[src/rtl/serial_flash_reader.sv]
module serial_flash_reader #(
  parameter int CLK_DIV      = 2,
  parameter int DUMMY_CYCLES = 8,
  parameter int CS_GAP       = 2,
  parameter int LEN_W        = 16
) (
  input  logic             clk,
  input  logic             rst_n,
  input  logic             req_valid,
  input  logic [2:0]       req_mode,
  input  logic [31:0]      req_addr,
  input  logic [LEN_W-1:0] req_len,
  output logic             busy,
  output logic             done,
  output logic [7:0]       rd_data,
  output logic             rd_valid,
  output logic             sck,
  output logic             cs_n,
  output logic [3:0]       dq_o,
  output logic [3:0]       dq_oe,
  input  logic [3:0]       dq_i
);
  localparam int DW      = (CLK_DIV > 1) ? $clog2(CLK_DIV) : 1;
  localparam int CW      = $clog2((DUMMY_CYCLES > 32) ? DUMMY_CYCLES : 32) + 1;
  localparam int GAP_CYC = CS_GAP * 2 * CLK_DIV;
  localparam int GW      = $clog2(GAP_CYC + 1);

  typedef enum logic [2:0] {S_IDLE, S_WAIT, S_CMD, S_ADDR, S_DUMMY, S_DATA} st_t;

  st_t              st;
  logic [2:0]       mode_q;
  logic [39:0]      sh;
  logic [CW-1:0]    cnt;
  logic [LEN_W-1:0] left;
  logic [DW-1:0]    div;
  logic [GW-1:0]    gap;
  logic [7:0]       rx, rx_nx;
  logic [2:0]       al, dl;
  logic [7:0]       op;
  logic             last_div, req_ok;
  logic [CW-1:0]    a_slots, d_slots;

  assign al = (mode_q == 3'd3) ? 3'd2 : (mode_q == 3'd5) ? 3'd4 : 3'd1;
  assign dl = (mode_q <= 3'd1) ? 3'd1 : (mode_q <= 3'd3) ? 3'd2 : 3'd4;
  assign a_slots = (al == 3'd1) ? CW'(31) : (al == 3'd2) ? CW'(15) : CW'(7);
  assign d_slots = (dl == 3'd1) ? CW'(7) : (dl == 3'd2) ? CW'(3) : CW'(1);
  assign last_div = (div == DW'(CLK_DIV - 1));
  assign req_ok = req_valid && !busy && (req_mode <= 3'd5) && (req_len != '0);

  always_comb begin
    case (req_mode)
      3'd0:    op = 8'h13;
      3'd1:    op = 8'h0C;
      3'd2:    op = 8'h3C;
      3'd3:    op = 8'hBC;
      3'd4:    op = 8'h6C;
      default: op = 8'hEC;
    endcase
  end

  always_comb begin
    case (dl)
      3'd1:    rx_nx = {rx[6:0], dq_i[1]};
      3'd2:    rx_nx = {rx[5:0], dq_i[1:0]};
      default: rx_nx = {rx[3:0], dq_i};
    endcase
  end

  always_comb begin
    dq_o  = 4'b0000;
    dq_oe = 4'b0000;
    if (st == S_CMD) begin
      dq_o  = {3'b000, sh[39]};
      dq_oe = 4'b0001;
    end else if (st == S_ADDR) begin
      case (al)
        3'd4: begin dq_o = sh[39:36];          dq_oe = 4'b1111; end
        3'd2: begin dq_o = {2'b00, sh[39:38]}; dq_oe = 4'b0011; end
        default: begin dq_o = {3'b000, sh[39]}; dq_oe = 4'b0001; end
      endcase
    end
  end

  always_ff @(posedge clk or negedge rst_n) begin
    if (!rst_n) begin
      st       <= S_IDLE;
      mode_q   <= '0;
      sh       <= '0;
      cnt      <= '0;
      left     <= '0;
      div      <= '0;
      gap      <= '0;
      rx       <= '0;
      rd_data  <= '0;
      rd_valid <= 1'b0;
      busy     <= 1'b0;
      done     <= 1'b0;
      sck      <= 1'b0;
      cs_n     <= 1'b1;
    end else begin
      done     <= 1'b0;
      rd_valid <= 1'b0;
      if (gap != '0) gap <= gap - GW'(1);
      case (st)
        S_IDLE: if (req_ok) begin
          mode_q <= req_mode;
          sh     <= {op, req_addr};
          left   <= req_len;
          busy   <= 1'b1;
          st     <= S_WAIT;
        end
        S_WAIT: if (gap == '0) begin
          cs_n <= 1'b0;
          sck  <= 1'b0;
          div  <= '0;
          cnt  <= CW'(7);
          st   <= S_CMD;
        end
        default: begin
          if (!last_div) begin
            div <= div + DW'(1);
          end else begin
            div <= '0;
            sck <= !sck;
            if (!sck) begin
              if (st == S_DATA) begin
                rx <= rx_nx;
                if (cnt == '0) begin
                  rd_data  <= rx_nx;
                  rd_valid <= 1'b1;
                end
              end
            end else begin
              case (st)
                S_CMD: begin
                  sh <= sh << 1;
                  if (cnt == '0) begin
                    st  <= S_ADDR;
                    cnt <= a_slots;
                  end else cnt <= cnt - CW'(1);
                end
                S_ADDR: begin
                  sh <= sh << al;
                  if (cnt == '0) begin
                    if (mode_q != 3'd0) begin
                      st  <= S_DUMMY;
                      cnt <= CW'(DUMMY_CYCLES - 1);
                    end else begin
                      st  <= S_DATA;
                      cnt <= d_slots;
                    end
                  end else cnt <= cnt - CW'(1);
                end
                S_DUMMY: begin
                  if (cnt == '0) begin
                    st  <= S_DATA;
                    cnt <= d_slots;
                  end else cnt <= cnt - CW'(1);
                end
                default: begin
                  if (cnt == '0) begin
                    if (left == LEN_W'(1)) begin
                      st   <= S_IDLE;
                      cs_n <= 1'b1;
                      busy <= 1'b0;
                      done <= 1'b1;
                      gap  <= GW'(GAP_CYC);
                    end else begin
                      left <= left - LEN_W'(1);
                      cnt  <= d_slots;
                    end
                  end else cnt <= cnt - CW'(1);
                end
              endcase
            end
          end
        end
      endcase
    end
  end
endmodule

[config.mk]
export PLATFORM = sky130hd
export DESIGN_NAME = serial_flash_reader
export DESIGN_NICKNAME = d
export VERILOG_FILES = /design/src/rtl/serial_flash_reader.sv
export SDC_FILE = /design/constraint.sdc
export NUM_CORES = 1
export LEC_CHECK = 0
export BUFFER_PORTS_ARGS = -buffer_cell sky130_fd_sc_hd__buf_2
export CORE_MARGIN = 2
export CORE_UTILIZATION = 40
export CTS_BUF_LIST = sky130_fd_sc_hd__clkbuf_8
export CTS_CLUSTER_SIZE = 12
export DETAILED_ROUTE_END_ITERATION = 10
export HOLD_SLACK_MARGIN = 0.03
export PLACE_DENSITY = 0.67
export SLEW_MARGIN = 0
export SYNTH_ARGS = -nofsm -noshare
export SYNTH_HDL_FRONTEND = slang
export SYNTH_SLANG_ARGS = --single-unit
export TNS_END_PERCENT = 10
[constraint.sdc]
create_clock -name clk -period 3.7 [get_ports clk]
set_input_delay 0.37 -clock clk [delete_from_list [all_inputs] [get_ports clk]]
set_output_delay 0.37 -clock clk [all_outputs]
set_load 0.02 [all_outputs]
# After elaboration in Yosys (flattened, before gate mapping)
# Cells that the tools add are included.
word_totals:
  reg_bits: 93
  latchBits: 0
  ramBits: 0
  rom_bits: 0
  in_bits: 58
  output_inout_bits: 21
  elab_cells: 174
  n_memories: 0
classes:
  n_addsub: 4
  n_mul: 0
  div: 0
  n_lt_le_gt_ge: 3
  eq_ne: 23
  n_shift: 1
  muxes: 87
  bitwise_logic: 4
  n_reduce_logical: 38
ops:
  columns: ["cell", "count"]
  rows:
  - ["one-hot mux 40 bit (2 select lines)", 2]
  - ["two-way mux 40 bit", 3]
  - ["two-way mux 16 bit", 6]
  - ["two-way mux 4 bit", 12]
  - ["two-way mux 6 bit", 8]
  - ["two-way mux 3 bit", 15]
  - ["one-hot mux 8 bit (5 select lines)", 1]
  - ["left shift 40 x 3 -> 40 bit", 1]
  - ["one-hot mux 16 bit (2 select lines)", 1]
  - ["two-way mux 1 bit", 26]
  - ["equality test 3 x 2 -> 1 bit (second input constant)", 7]
  - ["AND reduction 7 bit", 3]
  - ["one-hot mux 6 bit (3 select lines)", 1]
  - ["equality test 16 x 1 -> 1 bit (second input constant)", 1]
  - ["one-hot mux 4 bit (2 select lines)", 2]
  - ["one-hot mux 8 bit (2 select lines)", 1]
  - ["nonzero test 16 bit", 1]
  - ["nonzero test 2 bit", 8]
  - ["subtractor 16 x 1 -> 16 bit (second input constant)", 1]
  - ["equality test 3 bit (second input constant)", 5]
  - ["AND reduction 5 bit", 3]
  - ["nonzero test 3 bit", 5]
  - ["equality test 3 x 1 -> 1 bit (second input constant)", 4]
  - ["one-hot mux 6 bit (2 select lines)", 1]
  - ["28 further kinds", 42]

# Logic depth before layout (Yosys ltp)
depth:
  depth_word: 12
  depth_mapped: 8
  ltp_nobuf: 7

# Least setup slack after synthesis
# No wires, ideal clock.
synth_path:
  kind: "reg-to-output"
  from: "register mode_q[1]"
  to: "output dq_o[0]"
  arrival_ns: 1.890
  t_required_ns: 3.330
  slack_ns: 1.440
  path_stages_with_launch: 6
  path_buffers: 3
  path_cell_list: "dfrtp_1 > clkbuf_1 > clkbuf_1 > clkbuf_1 > a21oi_1 > a311oi_1"
synth_via:
  elab_chain_len: 7
  elab_cells_between_ends: 9
  classes_between: "eq/ne: 4; mux: 5"
synth_lines:
  columns: ["item", "line", "source"]
  rows:
  - ["from (decl)", "31", "logic [2:0] mode_q;"]
  - ["from (signal assigned)", "106", "mode_q <= req_mode;"]
  - ["equality test 3 bit", "43", "assign al = (mode_q == 3'd3) ? 3'd2 : (mode_q == 3'd5) ? 3'd4 : 3'd1;"]
  - ["two-way mux 3 bit", "43", null]
  - ["two-way mux 3 bit (*)", "43", null]
  - ["equality test 3 x 2 -> 1 bit or equality test 3 bit (tied branches)", "76", "case (al)"]
  - ["one-hot mux 4 bit (2 select lines) (*)", "76", null]
  - ["two-way mux 4 bit (*)", "75", "end else if (st == S_ADDR) begin"]
  - ["two-way mux 4 bit (*)", "72", "if (st == S_CMD) begin"]
  - ["to (decl)", "19", "output logic [3:0] dq_o,"]
# Mark *: on every way between the ends. The rest lies on a longest branch, timed or not.

# Worst setup path after layout
layout_path:
  from: "register mode_q[2]"
  to: "output dq_o[0]"
# The elaborated chain is that of the path after synthesis.

==> summary.txt <==
power consumption: 1.940 mW
Clock transition at path regs: 0.09 ns
Core Region: 15710 µm²
Worst Setup Path Type: reg -> out
Seq/Total Area, Yosys: 36.60%
Peak supply drop: 0.0001607 V
number of synthesized register bits: 93
post-synthesis simple-gate area fraction: 23.34%
GPL Wtd Cong: 0.8639
antenna violations before repair: 1
Reg-to-Reg End: left[4]
cells after synthesis: 820
Slew Limit Fails: 0
XOR/XNOR Fraction of Synth Area: 0.1377%
status: completed
min-delay src: req_addr[0]
setup slack, reg-to-reg: 1.09 ns
port bufs: 78
# diodes: 0
Tmin final: 3.025 ns
die footprint: 16930 µm²
Ports: 79
fin crit share: 81.77%
Fmax achieved: 330.5 MHz
slew margin rel.: 41.90%
commonest non-fill, non-tap cell in the layout: nand2_1
Yosys Warn Count: 0
number of synthesized flops with an enable pin: 0
routed vias/inst: 5.960
DR iter-0 viols: 577
Layout Nets: 919
top sig layer: met5
highest-count cells in the layout ignoring fill and taps: 116 x nand2_1, 100 x nor2_1, 90 x o21ai_0, 90 x dfrtp_1, 77 x buf_2
DP HPWL: 12.42 mm
largest family of logic cells by synthesized area: compound AO/OA/AOI/OAI gates
FP Rows: 46
Post-Syn Nets: 883
DR WL/cell: 17.00 µm
Sum Neg Setup Slack: 0 ns
Post-synth ARST share: 100.0%
Worst Path Required: 3.33 ns
fillers: 1579
Setup Skew: 0.005064 ns
RSZ-0062 raised after global routing: no
Fin. Hold Viols: 0
DRC errors left: 0
CTS tree: done
Worst R2R Path Depth: 5
global-route usage over all layers: 22.27%
first-pass GRT wire length: 30.38 mm
ANT nets after route: 0
Worst Hold Endpoint: sh[0]
MaxCap Viol Count: 0
P&R area growth vs syn: 11.43%
ranking of synthesized cells by area: dfrtp_1 36%, o21ai_0 7.2%, nand2_1 6.8%
setup violators final: 0
Die H: 130.1 µm
initial core utilization: 40.49%
total gr overflow: 0
Yosys top cell area share: 36.18%
Post-synth top flop: dfrtp_1
vias in the first global route: 6037
synthesized-area fraction occupied by adder cells: 1.141%
Synth cell types: 66
largest area contributor in the netlist: dfrtp_1
die width: 130.1 µm
H-tree Lvls: 3
metal2 WL: 8.592 mm
Setup crit end kind: primary output
root buffer cell: clkbuf_8
1st-pass router iterations: 7
worst hold-check path type: in -> reg
Crit Path Max Fanout: 34
Critical Path Start Type: flip-flop
Leak: 3.063 nW
r2r startpoint: st[1]
syn avg cell area: 7.759 µm²
routed wire length: 18.31 mm
Synth Area in Compound Gates: 30.44%
Vias: 6419
later-pin clock latency in the skew report: 0.39 ns
pwr/cell area: 273.7 nW/µm²
Detail Route met3 WL: 1.184 mm
Sink Count: 93
worst hold path depth: 3
Max Root-Sink Buffers: 2
M1 WL: 8.101 mm
largest net degree at the start of global routing: 58
arrival time at the worst endpoint: 2.66 ns
Tightest Pin Transition: 0.8715 ns
CTS buffer count: 9
Synth Cell Area: 6362 µm²
share of layout cells above drive strength 1: 13.70%
mux cell area share after synthesis: 2.399%
worst max-delay path: stages, from the launching register on:
cell	delay (ns)
dfrtp_2	0.73
o21ai_0	0.29
a21oi_1	0.51
a21oi_1	0.14
a311oi_1	0.36
buf_2	0.23
report_power, final:
group	switching [mW]	internal [mW]	total, mW
clock	0.391	0.467	0.858
sequential	0	1.02	1.02
combinational	0.0404	0.0266	0.0670
total	0.431	1.51	1.94
per-layer routing:
layer	GRT usage, %	up-vias
li1	-	3115
met1	29.06	3016
met2	36.65	248
met3	4.797	38
met4	7.780	2
met5	0	-
area by class of cell:
class / instances / area [µm²] / area share [%]
inverter: 22 / 82.58 / 1.165
clock buffer: 10 / 137.6 / 1.941
timing repair buffer: 90 / 485.5 / 6.848
multi-input combinational: 640 / 3671 / 51.78
clock inverter: 6 / 111.4 / 1.571
tap: 216 / 270.3 / 3.812
sequential: 93 / 2331 / 32.88
per-stage QoR:
step | cell area, µm² | hold slack, ns | setup slack [ns] | std cells | util, %
4_1_cts | 7089 | 0.1796 | 0.6996 | 1077 | 45.12
3_5_place_dp | 6830 | 0.4283 | 1.128 | 1060 | 43.47
5_1_grt | 7089 | 0.2101 | 0.5168 | 1077 | 45.12
3_3_place_gp | 6830 | 0.4314 | 1.196 | 1060 | 43.47
6_report | 7089 | 0.1856 | 0.6746 | 1077 | 45.12
2_1_floorplan | 6362 | 0.07441 | 1.440 | 820 | -
worst max path at each step:
stage | start | endpoint | cells past startpoint
after floorplan | mode_q[1] | dq_o[0] | 5
after detailed placement | cnt[0] | left[3] | 7
after CTS | mode_q[2] | dq_o[0] | 5
after global routing | mode_q[2] | dq_o[0] | 5
after global placement | cnt[0] | left[3] | 7
final | mode_q[2] | dq_o[0] | 5
state kept, by name (all words and copies together) (netlist names), 3 cells and up:
register  flops
sh           40
left         16
rd_data       8
rx            7
cnt           6
gap           4
mode_q        3
st            3
cells by family (layout without fill, tap and decap cells):
family / count (synthesis) / in the layout
and+or+nand+nor: 321 / 321
buffers and inverters: 87 / 128
DFF: 93 / 93
AOI/OAI and AO/OA: 297 / 297
xor gates and xnor gates: 1 / 1
muxes: 15 / 15
adders and majority gates: 6 / 6
synthesized netlist by cell type, drive strengths merged, types with 10 or more instances:
library cell	count
nand2	116
nor2	100
dfrtp	92
o21ai	92
a21oi	55
clkbuf	47
nor3	35
o22ai	35
a221oi	26
inv	22
o32ai	21
buf	18
mux2i	13
nand2b	10
nand3	10
what timing repair did:
| action | in CTS | in global routing |
|---|---|---|
| hold endpoints to repair | 45 | 0 |
| hold buffers | 1 | 0 |
| gates resized for setup | 0 | 0 |
| buffers inserted | 0 | 0 |
Note: power is estimated with default switching activity, not from simulation.
